[config.mk]
export PLATFORM = sky130hd
export DESIGN_NAME = link_framer
export DESIGN_NICKNAME = d
export VERILOG_FILES = /design/src/rtl/lf_pkg.sv /design/src/rtl/lf_ctrl.sv /design/src/rtl/lf_align_lane.sv /design/src/rtl/lf_datapath.sv /design/src/rtl/link_framer.sv
export SDC_FILE = /design/constraint.sdc
export NUM_CORES = 1
export LEC_CHECK = 0
export BUFFER_PORTS_ARGS = -buffer_cell sky130_fd_sc_hd__buf_2
export CORE_UTILIZATION = 50
export CTS_CLUSTER_SIZE = 16
export DETAILED_ROUTE_END_ITERATION = 12
export PLACE_DENSITY = 0.73
export SYNTH_ARGS = -nofsm -noshare
export SYNTH_HDL_FRONTEND = slang
export SYNTH_HIERARCHICAL = 1
export SYNTH_SLANG_ARGS = --single-unit
[constraint.sdc]
create_clock -name clk -period 2.9 [get_ports clk]
set_input_delay 0.29 -clock clk [delete_from_list [all_inputs] [get_ports clk]]
set_output_delay 0.29 -clock clk [all_outputs]
set_load 0.01 [all_outputs]
[src/rtl/lf_pkg.sv]
package lf_pkg;
  localparam int OCT_W = 8;
  localparam int LANES = 2;
  localparam logic [OCT_W-1:0] ALIGN_FRAME = 8'hFC;
  localparam logic [OCT_W-1:0] ALIGN_MULTI = 8'h7C;

  typedef struct packed {
    logic singleLane;
    logic firstOct;
    logic lastOct;
    logic mfLast;
    logic restart;
  } lf_strobe_t;
endpackage

[src/rtl/lf_ctrl.sv]
module lf_ctrl
  import lf_pkg::*;
#(
  parameter int FCFG_W   = 8,
  parameter int KCFG_W   = 5,
  parameter int KDEF_ONE = 16,
  parameter int KDEF_TWO = 8
) (
  input  logic              clk,
  input  logic              rstN,
  input  logic              linkStart,
  input  logic              fOvrEn,
  input  logic [FCFG_W-1:0] fCfg,
  input  logic              kOvrEn,
  input  logic [KCFG_W-1:0] kCfg,
  output lf_strobe_t        strb
);
  localparam logic [KCFG_W-1:0] K_ONE = KCFG_W'(KDEF_ONE);
  localparam logic [KCFG_W-1:0] K_TWO = KCFG_W'(KDEF_TWO);

  logic              oneOctFrame;
  logic [KCFG_W-1:0] kEff;
  logic              octIdx;
  logic [KCFG_W-1:0] frameCnt;
  logic              lastOct;
  logic              mfLast;

  // Frame size in effect: only an enabled override of zero gives one octet per frame
  assign oneOctFrame = fOvrEn && (fCfg == '0);
  assign kEff        = kOvrEn ? kCfg : (oneOctFrame ? K_ONE : K_TWO);
  assign lastOct     = oneOctFrame || octIdx;
  assign mfLast      = lastOct && (frameCnt >= kEff);

  always_ff @(posedge clk or negedge rstN) begin
    if (!rstN) begin
      octIdx   <= 1'b0;
      frameCnt <= '0;
    end else if (linkStart) begin
      octIdx   <= 1'b0;
      frameCnt <= '0;
    end else begin
      octIdx <= oneOctFrame ? 1'b0 : ~octIdx;
      if (lastOct) frameCnt <= mfLast ? '0 : frameCnt + 1'b1;
    end
  end

  always_comb begin
    strb.singleLane = !oneOctFrame;
    strb.firstOct   = !octIdx;
    strb.lastOct    = lastOct;
    strb.mfLast     = mfLast;
    strb.restart    = linkStart;
  end
endmodule

[src/rtl/lf_align_lane.sv]
module lf_align_lane
  import lf_pkg::*;
(
  input  logic             clk,
  input  logic             rstN,
  input  logic             active,
  input  logic [OCT_W-1:0] cand,
  input  logic             isLast,
  input  logic             mfLast,
  input  logic             clrHist,
  output logic [OCT_W-1:0] oct,
  output logic             isK
);
  logic [OCT_W-1:0] prevOct;
  logic             prevOk;
  logic             repeatHit;

  assign repeatHit = active && isLast && prevOk && (cand == prevOct);

  always_ff @(posedge clk or negedge rstN) begin
    if (!rstN) begin
      oct <= '0;
      isK <= 1'b0;
    end else if (!active) begin
      oct <= '0;
      isK <= 1'b0;
    end else if (repeatHit) begin
      oct <= mfLast ? ALIGN_MULTI : ALIGN_FRAME;
      isK <= 1'b1;
    end else begin
      oct <= cand;
      isK <= 1'b0;
    end
  end

  // History keeps the data octet, never the substituted character
  always_ff @(posedge clk or negedge rstN) begin
    if (!rstN) begin
      prevOct <= '0;
      prevOk  <= 1'b0;
    end else if (clrHist) begin
      prevOk <= 1'b0;
    end else if (active && isLast) begin
      prevOct <= cand;
      prevOk  <= 1'b1;
    end
  end
endmodule

[src/rtl/lf_datapath.sv]
module lf_datapath
  import lf_pkg::*;
#(
  parameter int SAMPLE_W = 14
) (
  input  logic                        clk,
  input  logic                        rstN,
  input  logic [SAMPLE_W-1:0]         sampleIn,
  input  logic                        flipEn,
  input  lf_strobe_t                  strb,
  output logic [LANES-1:0][OCT_W-1:0] laneOct,
  output logic [LANES-1:0]            laneK,
  output logic                        frameEnd,
  output logic                        mfEnd
);
  localparam int WORD_W = 2 * OCT_W;
  localparam int PAD_W  = WORD_W - SAMPLE_W;

  logic [SAMPLE_W-1:0]         revSample;
  logic [WORD_W-1:0]           word;
  logic [OCT_W-1:0]            hiOct;
  logic [OCT_W-1:0]            loOct;
  logic [OCT_W-1:0]            holdLo;
  logic [LANES-1:0][OCT_W-1:0] cand;
  logic [LANES-1:0]            laneActive;

  for (genvar i = 0; i < SAMPLE_W; i++) begin : g_rev
    assign revSample[i] = sampleIn[SAMPLE_W-1-i];
  end

  assign word  = {(flipEn ? revSample : sampleIn), {PAD_W{1'b0}}};
  assign hiOct = word[WORD_W-1:OCT_W];
  assign loOct = word[OCT_W-1:0];

  always_ff @(posedge clk or negedge rstN) begin
    if (!rstN) holdLo <= '0;
    else if (strb.singleLane && strb.firstOct) holdLo <= loOct;
  end

  always_comb begin
    cand[0]       = (strb.singleLane && !strb.firstOct) ? holdLo : hiOct;
    cand[1]       = loOct;
    laneActive[0] = 1'b1;
    laneActive[1] = !strb.singleLane;
  end

  for (genvar l = 0; l < LANES; l++) begin : g_lane
    lf_align_lane u_lane (
      .clk    (clk),
      .rstN   (rstN),
      .active (laneActive[l]),
      .cand   (cand[l]),
      .isLast (strb.lastOct),
      .mfLast (strb.mfLast),
      .clrHist(strb.restart),
      .oct    (laneOct[l]),
      .isK    (laneK[l])
    );
  end

  always_ff @(posedge clk or negedge rstN) begin
    if (!rstN) begin
      frameEnd <= 1'b0;
      mfEnd    <= 1'b0;
    end else begin
      frameEnd <= strb.lastOct;
      mfEnd    <= strb.mfLast;
    end
  end
endmodule

[src/rtl/link_framer.sv]
module link_framer
  import lf_pkg::*;
#(
  parameter int SAMPLE_W = 14,
  parameter int FCFG_W   = 8,
  parameter int KCFG_W   = 5
) (
  input  logic                clk,
  input  logic                rstN,
  input  logic                linkStart,
  input  logic [SAMPLE_W-1:0] sampleIn,
  input  logic                flipEn,
  input  logic                fOvrEn,
  input  logic [FCFG_W-1:0]   fCfg,
  input  logic                kOvrEn,
  input  logic [KCFG_W-1:0]   kCfg,
  output logic [OCT_W-1:0]    lane1Oct,
  output logic                lane1K,
  output logic [OCT_W-1:0]    lane2Oct,
  output logic                lane2K,
  output logic                frameEnd,
  output logic                mfEnd
);
  lf_strobe_t                  strb;
  logic [LANES-1:0][OCT_W-1:0] laneOct;
  logic [LANES-1:0]            laneK;

  lf_ctrl #(.FCFG_W(FCFG_W), .KCFG_W(KCFG_W)) u_ctrl (
    .clk      (clk),
    .rstN     (rstN),
    .linkStart(linkStart),
    .fOvrEn   (fOvrEn),
    .fCfg     (fCfg),
    .kOvrEn   (kOvrEn),
    .kCfg     (kCfg),
    .strb     (strb)
  );

  lf_datapath #(.SAMPLE_W(SAMPLE_W)) u_dp (
    .clk     (clk),
    .rstN    (rstN),
    .sampleIn(sampleIn),
    .flipEn  (flipEn),
    .strb    (strb),
    .laneOct (laneOct),
    .laneK   (laneK),
    .frameEnd(frameEnd),
    .mfEnd   (mfEnd)
  );

  assign lane1Oct = laneOct[0];
  assign lane1K   = laneK[0];
  assign lane2Oct = laneOct[1];
  assign lane2K   = laneK[1];
endmodule

; Yosys cells after proc, flatten, opt, wreduce, memory -nomap -nowiden
; Cells that the tools add are included.
; Widths: inputs -> output; s select.
[totals]
regBits = 48
inputBits = 33
output_inout_bits = 20
word_cells = 56
[classes]
n_addsub = 1
magnitude_cmp = 1
n_eq_ne = 2
n_mux = 20
bitwise = 2
reduce_logical = 17
[op_table]
columns = op, count
row1 = $mux 8, 5
row2 = $mux 5, 5
row3 = $mux 14, 1
row4 = $logic_and 1x1->1, 9
row5 = $mux 1, 9
row6 = $eq 8x8->1, 1
row7 = $logic_not 8->1, 1
row8 = $eq 6x6->1, 1
row9 = $add 5x1->5 const B, 1
row10 = $ge 5x5->1, 1
row11 = $reduce_and 2->1, 2
row12 = $reduce_bool 2->1, 2
row13 = $logic_not 1->1, 2
row14 = $not 1->1, 2
row15 = $logic_or 1x1->1, 1

; Longest topological paths before layout
[depth]
depth_word = 9
mapped_depth = 11
ltp_nobuf = 10

; Hierarchy
; Netlist, hierarchy kept.
[modules_own_cells]
columns = module, n_inst, cells_per_inst, area_per_inst_um2, seq_area_each_um2
row1 = lf_align_lane, 2, 52, 755.7, 450.4
row2 = lf_ctrl, 1, 62, 615.6, 150.1
row3 = lf_datapath, 1, 45, 588.1, 200.2

; Worst setup path before layout
; Ideal clock, no wire load.
[synth_path]
path_kind = in2reg
startpoint = in fCfg[6]
endpoint = reg u_dp.g_lane[0].u_lane.oct[0]
setup_ns = 0.119
arrival_time_ns = 2.677
required_time_ns = 2.781
path_slack_ns = 0.104
cell_stages = 9
path_buffers = 1
path_cell_list = nor4b_4 -> nand3_1 -> nand2b_1 -> clkbuf_1 -> mux2_2 -> xor2_1 -> or4_4 -> nor4_4 -> and3b_1
[synth_rtl]
columns = element, line
row1 = "start, declared", link_framer.sv:14  ; input logic [FCFG_W-1:0] fCfg,
row2 = "end signal, assigned", lf_align_lane.sv:28  ; oct <= mfLast ? ALIGN_MULTI : ALIGN_FRAME;
row3 = "end signal, assigned", lf_align_lane.sv:31  ; oct <= cand;
row4 = "end, declared", lf_align_lane.sv:11  ; output logic [OCT_W-1:0] oct,

==> run_results.csv <==
group,metric,value,unit
status,status,"complete, no violations",
logic_synthesis,yosysMostFrequentCell,"dfrtp_1",
power_and_ir_drop,finalPower,1.50,mW
critical_path,r2r.worst_path.cells,8,
floorplanning,core_area,5170,µm²
sta,maxSlewViolCount,0,
floorplanning,rows,26,
sta,relSlewSlack,29.3,%
logic_synthesis,syn_area,2720,µm²
logic_synthesis,synth_fa_ha_area_share,2.76,%
floorplanning,ios,53,
critical_path,r2r-end,"u_dp/g_lane[0].u_lane/oct[7]",
logic_synthesis,synth_flop_cell,"dfrtp_1",
hold_path,worstHoldPathType,"in2async",
detailed_routing,wl_per_cell,14.1,µm
sta,finClkSkew,0.0116,ns
job,maxCapViolations,0,
clocking,cts_buffer_depth,2,
logic_synthesis,synth_seq_cells,50,
critical_path,r2r-start,"u_ctrl/octIdx",
sta,period_share,84.3,%
critical_path,crit_path_end_kind,"flip-flop",
sta,period_needed,2.44,ns
sta,finalSetupViolations,0,
logic_synthesis,synth-async-reset-ratio,100,%
logic_synthesis,yosysTopAreaCellShare,46.1,%
final_layout,syn2layout_area_growth,16.6,%
placed_design,dp_hpwl,3.65,mm
final_layout,instances_no_fill,344,
final_layout,filler_cell_count,432,
floorplanning,die_area,5730,µm²
clocking,clk-insertion-delay-late,0.30,ns
critical_path,r2r_slack,0.49,ns
grt,grt_max_degree,51,
power_and_ir_drop,p_per_area,474,nW/µm²
placed_design,dpl_cell_area,3070,µm²
sta,rsz0062_at_grt,"no",
placed_design,portBuffers,52,
placed_design,globalplace.congestion,0.815,
grt,overflow,0,
clocking,hold_buffers,0,
final_layout,fin_area,3170,µm²
detailed_routing,via_per_inst,5.18,
critical_path,worstSetupStartpointType,"input port",
critical_path,crit_slowest_cell,"or4_4",
floorplanning,die_h,75.7,µm
critical_path,path_cells,"buf_2, nor4b_4, nand3_1, nand2b_1, buf_4, mux2_4, xor2_1, or4_4, nor4_4, mux2i_1",
detailed_routing,drc_errors,0,
critical_path,worstPathArrival,2.65,ns
placed_design,dpl.cell_count,336,
grt,grt_pass1_vias,1621,
floorplanning,die_x,75.7,µm
clocking,root_buffer,"clkbuf_8",
logic_synthesis,synth-compound-area-share,9.40,%
final_layout,drive_gt1_share,42.3,%
final_layout,antenna_cells,0,
grt,track_usage,19.0,%
critical_path,crit_fanout,5,
logic_synthesis,syn_avg_cell_area,12.9,µm²
critical_path,crit_required,3.11,ns
logic_synthesis,yosys.area_share.simple,12.6,%
logic_synthesis,ys_top_cells_by_area,"dfrtp_1 (46%), mux2_2 (10%), mux2_4 (5.5%)",
logic_synthesis,seq_area_frac_synth,46.1,%
detailed_routing,dr_total_vias,1782,
sta,setup_tns,0,ns
sta,fmax,409,MHz
logic_synthesis,synthMuxAreaShare,19.8,%
logic_synthesis,syn_inst,211,
logic_synthesis,synth_warnings,6,
sta,worst_slew_pin_slew,1.06,ns
logic_synthesis,netlist_top_cells_count,"dfrtp_1 (50), mux2_2 (24), mux2_4 (10), o21a_1 (10), nand2b_1 (9)",
power_and_ir_drop,leakage,1.56,nW
logic_synthesis,synth_xor_area_share,5.71,%
sta,hold_viol_final,0,
clocking,cts_tree,"done",
logic_synthesis,synth_cell_types,44,
critical_path,max_stage_delay,0.50,ns
floorplanning,start_util,52.5,%
clocking,postCtsSetupBuffers,0,
logic_synthesis,synth_top_cell_by_area,"dfrtp_1",
detailed_routing,ant_nets,0,
grt,grt_pass1_wl,7.85,mm
detailed_routing,routed_wirelength,4.84,mm
detailed_routing,dr.pass1.iters,4,
clocking,htreeDepth,2,
final_layout,nets,312,
clocking,clk_pin_slew,0.09,ns
logic_synthesis,synth-edff-count,0,
logic_synthesis,synth_top_family_by_area,"multiplexers",
critical_path,path_class,"in2reg",
clocking,numCtsBuffers,5,
sta,whs,0.184,ns
clocking,cts.sinks,50,
detailed_routing,detail_route.iter0.violations,52,
power_and_ir_drop,max-vdd-ir-drop,0.211,mV
clocking,cts_resized,0,
grt,antenna_found_initial,0,
-- power by group --
part           switching (mW)  internal, mW
Sequential             0.0365         0.755
Combinational           0.148         0.149
Clock                   0.222         0.192
-- flip-flops by register name, summed over array words and instances (netlist names) --
name,flops
u_ctrl/frameCnt,5
u_ctrl/octIdx,1
u_dp/frameEnd,1
u_dp/g_lane.u_lane/isK,2
u_dp/g_lane.u_lane/oct,16
u_dp/g_lane.u_lane/prevOct,16
u_dp/g_lane.u_lane/prevOk,2
u_dp/holdLo,6
u_dp/mfEnd,1
-- how the worst max path moves through the flow --
| stage | startpoint | endpoint | slack (ns) | cells after the start |
|---|---|---|---|---|
| detailed placement | fCfg[6] | u_dp/g_lane[0].u_lane/oct[4] | 0.14 | 11 |
| global route | fCfg[1] | u_dp/g_lane[0].u_lane/oct[7] | 0.29 | 10 |
| finish | fCfg[6] | u_dp/g_lane[0].u_lane/oct[7] | 0.46 | 10 |
| global placement | fCfg[6] | u_dp/g_lane[0].u_lane/oct[5] | 0.18 | 11 |
| floorplan | fCfg[6] | u_dp/g_lane[0].u_lane/oct[0] | 0.10 | 9 |
| CTS | fCfg[6] | u_dp/g_lane[0].u_lane/oct[3] | 0.46 | 11 |
-- kinds of logic after synthesis --
| family | Yosys count |
|---|---|
| AOI/OAI and AO/OA | 27 |
| adders and majority gates | 6 |
| xor gates and xnor gates | 16 |
| buffers and inverters | 16 |
| muxes | 45 |
| DFF | 50 |
| other | 2 |
| and+or+nand+nor | 49 |
-- critical path, delay by kind of cell --
| kind | cells | cell delay [ns] |
|---|---|---|
| XOR/XNOR | 1 | 0.16 |
| buffers and inverters | 2 | 0.26 |
| multiplexers | 2 | 0.59 |
| AND/OR/NAND/NOR | 5 | 1.35 |
-- cell usage in the layout (no fill, tap or decap), types with 3 or more instances in the layout --
cell,instances
dfrtp_1,50
inv_1,6
nand2b_1,9
nand2_1,6
buf_4,7
mux2_1,6
mux2i_1,5
xor2_1,8
conb_1,8
nand3_1,7
and2_1,3
xnor2_1,6
buf_2,52
and3b_1,4
clkbuf_8,6
nor2_1,6
nor3_1,3
ha_1,6
mux2_4,10
o21a_1,10
mux2_2,24
-- per-layer routing --
metal | track usage (%) | share of wire (%) | vias to the layer above
met5 | 0 | 0 | -
met4 | 5.56 | 1.3 | 0
met3 | 3.97 | 3.8 | 5
met2 | 31.1 | 49 | 50
met1 | 25.7 | 46 | 861
li1 | - | - | 866
-- stage by stage --
| step | util (%) | setup slack [ns] |
|---|---|---|
| CTS | 61.2 | 0.462 |
| detailed placement | 59.4 | 0.143 |
| global placement | 59.4 | 0.184 |
| finish | 61.2 | 0.457 |
| global route | 61.2 | 0.290 |
| floorplan | - | 0.104 |
-- layout make-up --
class	count	area (µm²)	area share, %
repair buffers	59	313	9.88
clock buffers	6	82.6	2.61
clock inverters	2	12.5	0.395
inverters	6	22.5	0.711
flip-flops and latches	50	1250	39.5
well taps	70	87.6	2.77
multi-input cells	151	1400	44.1
(Power assumes the default switching activity.)
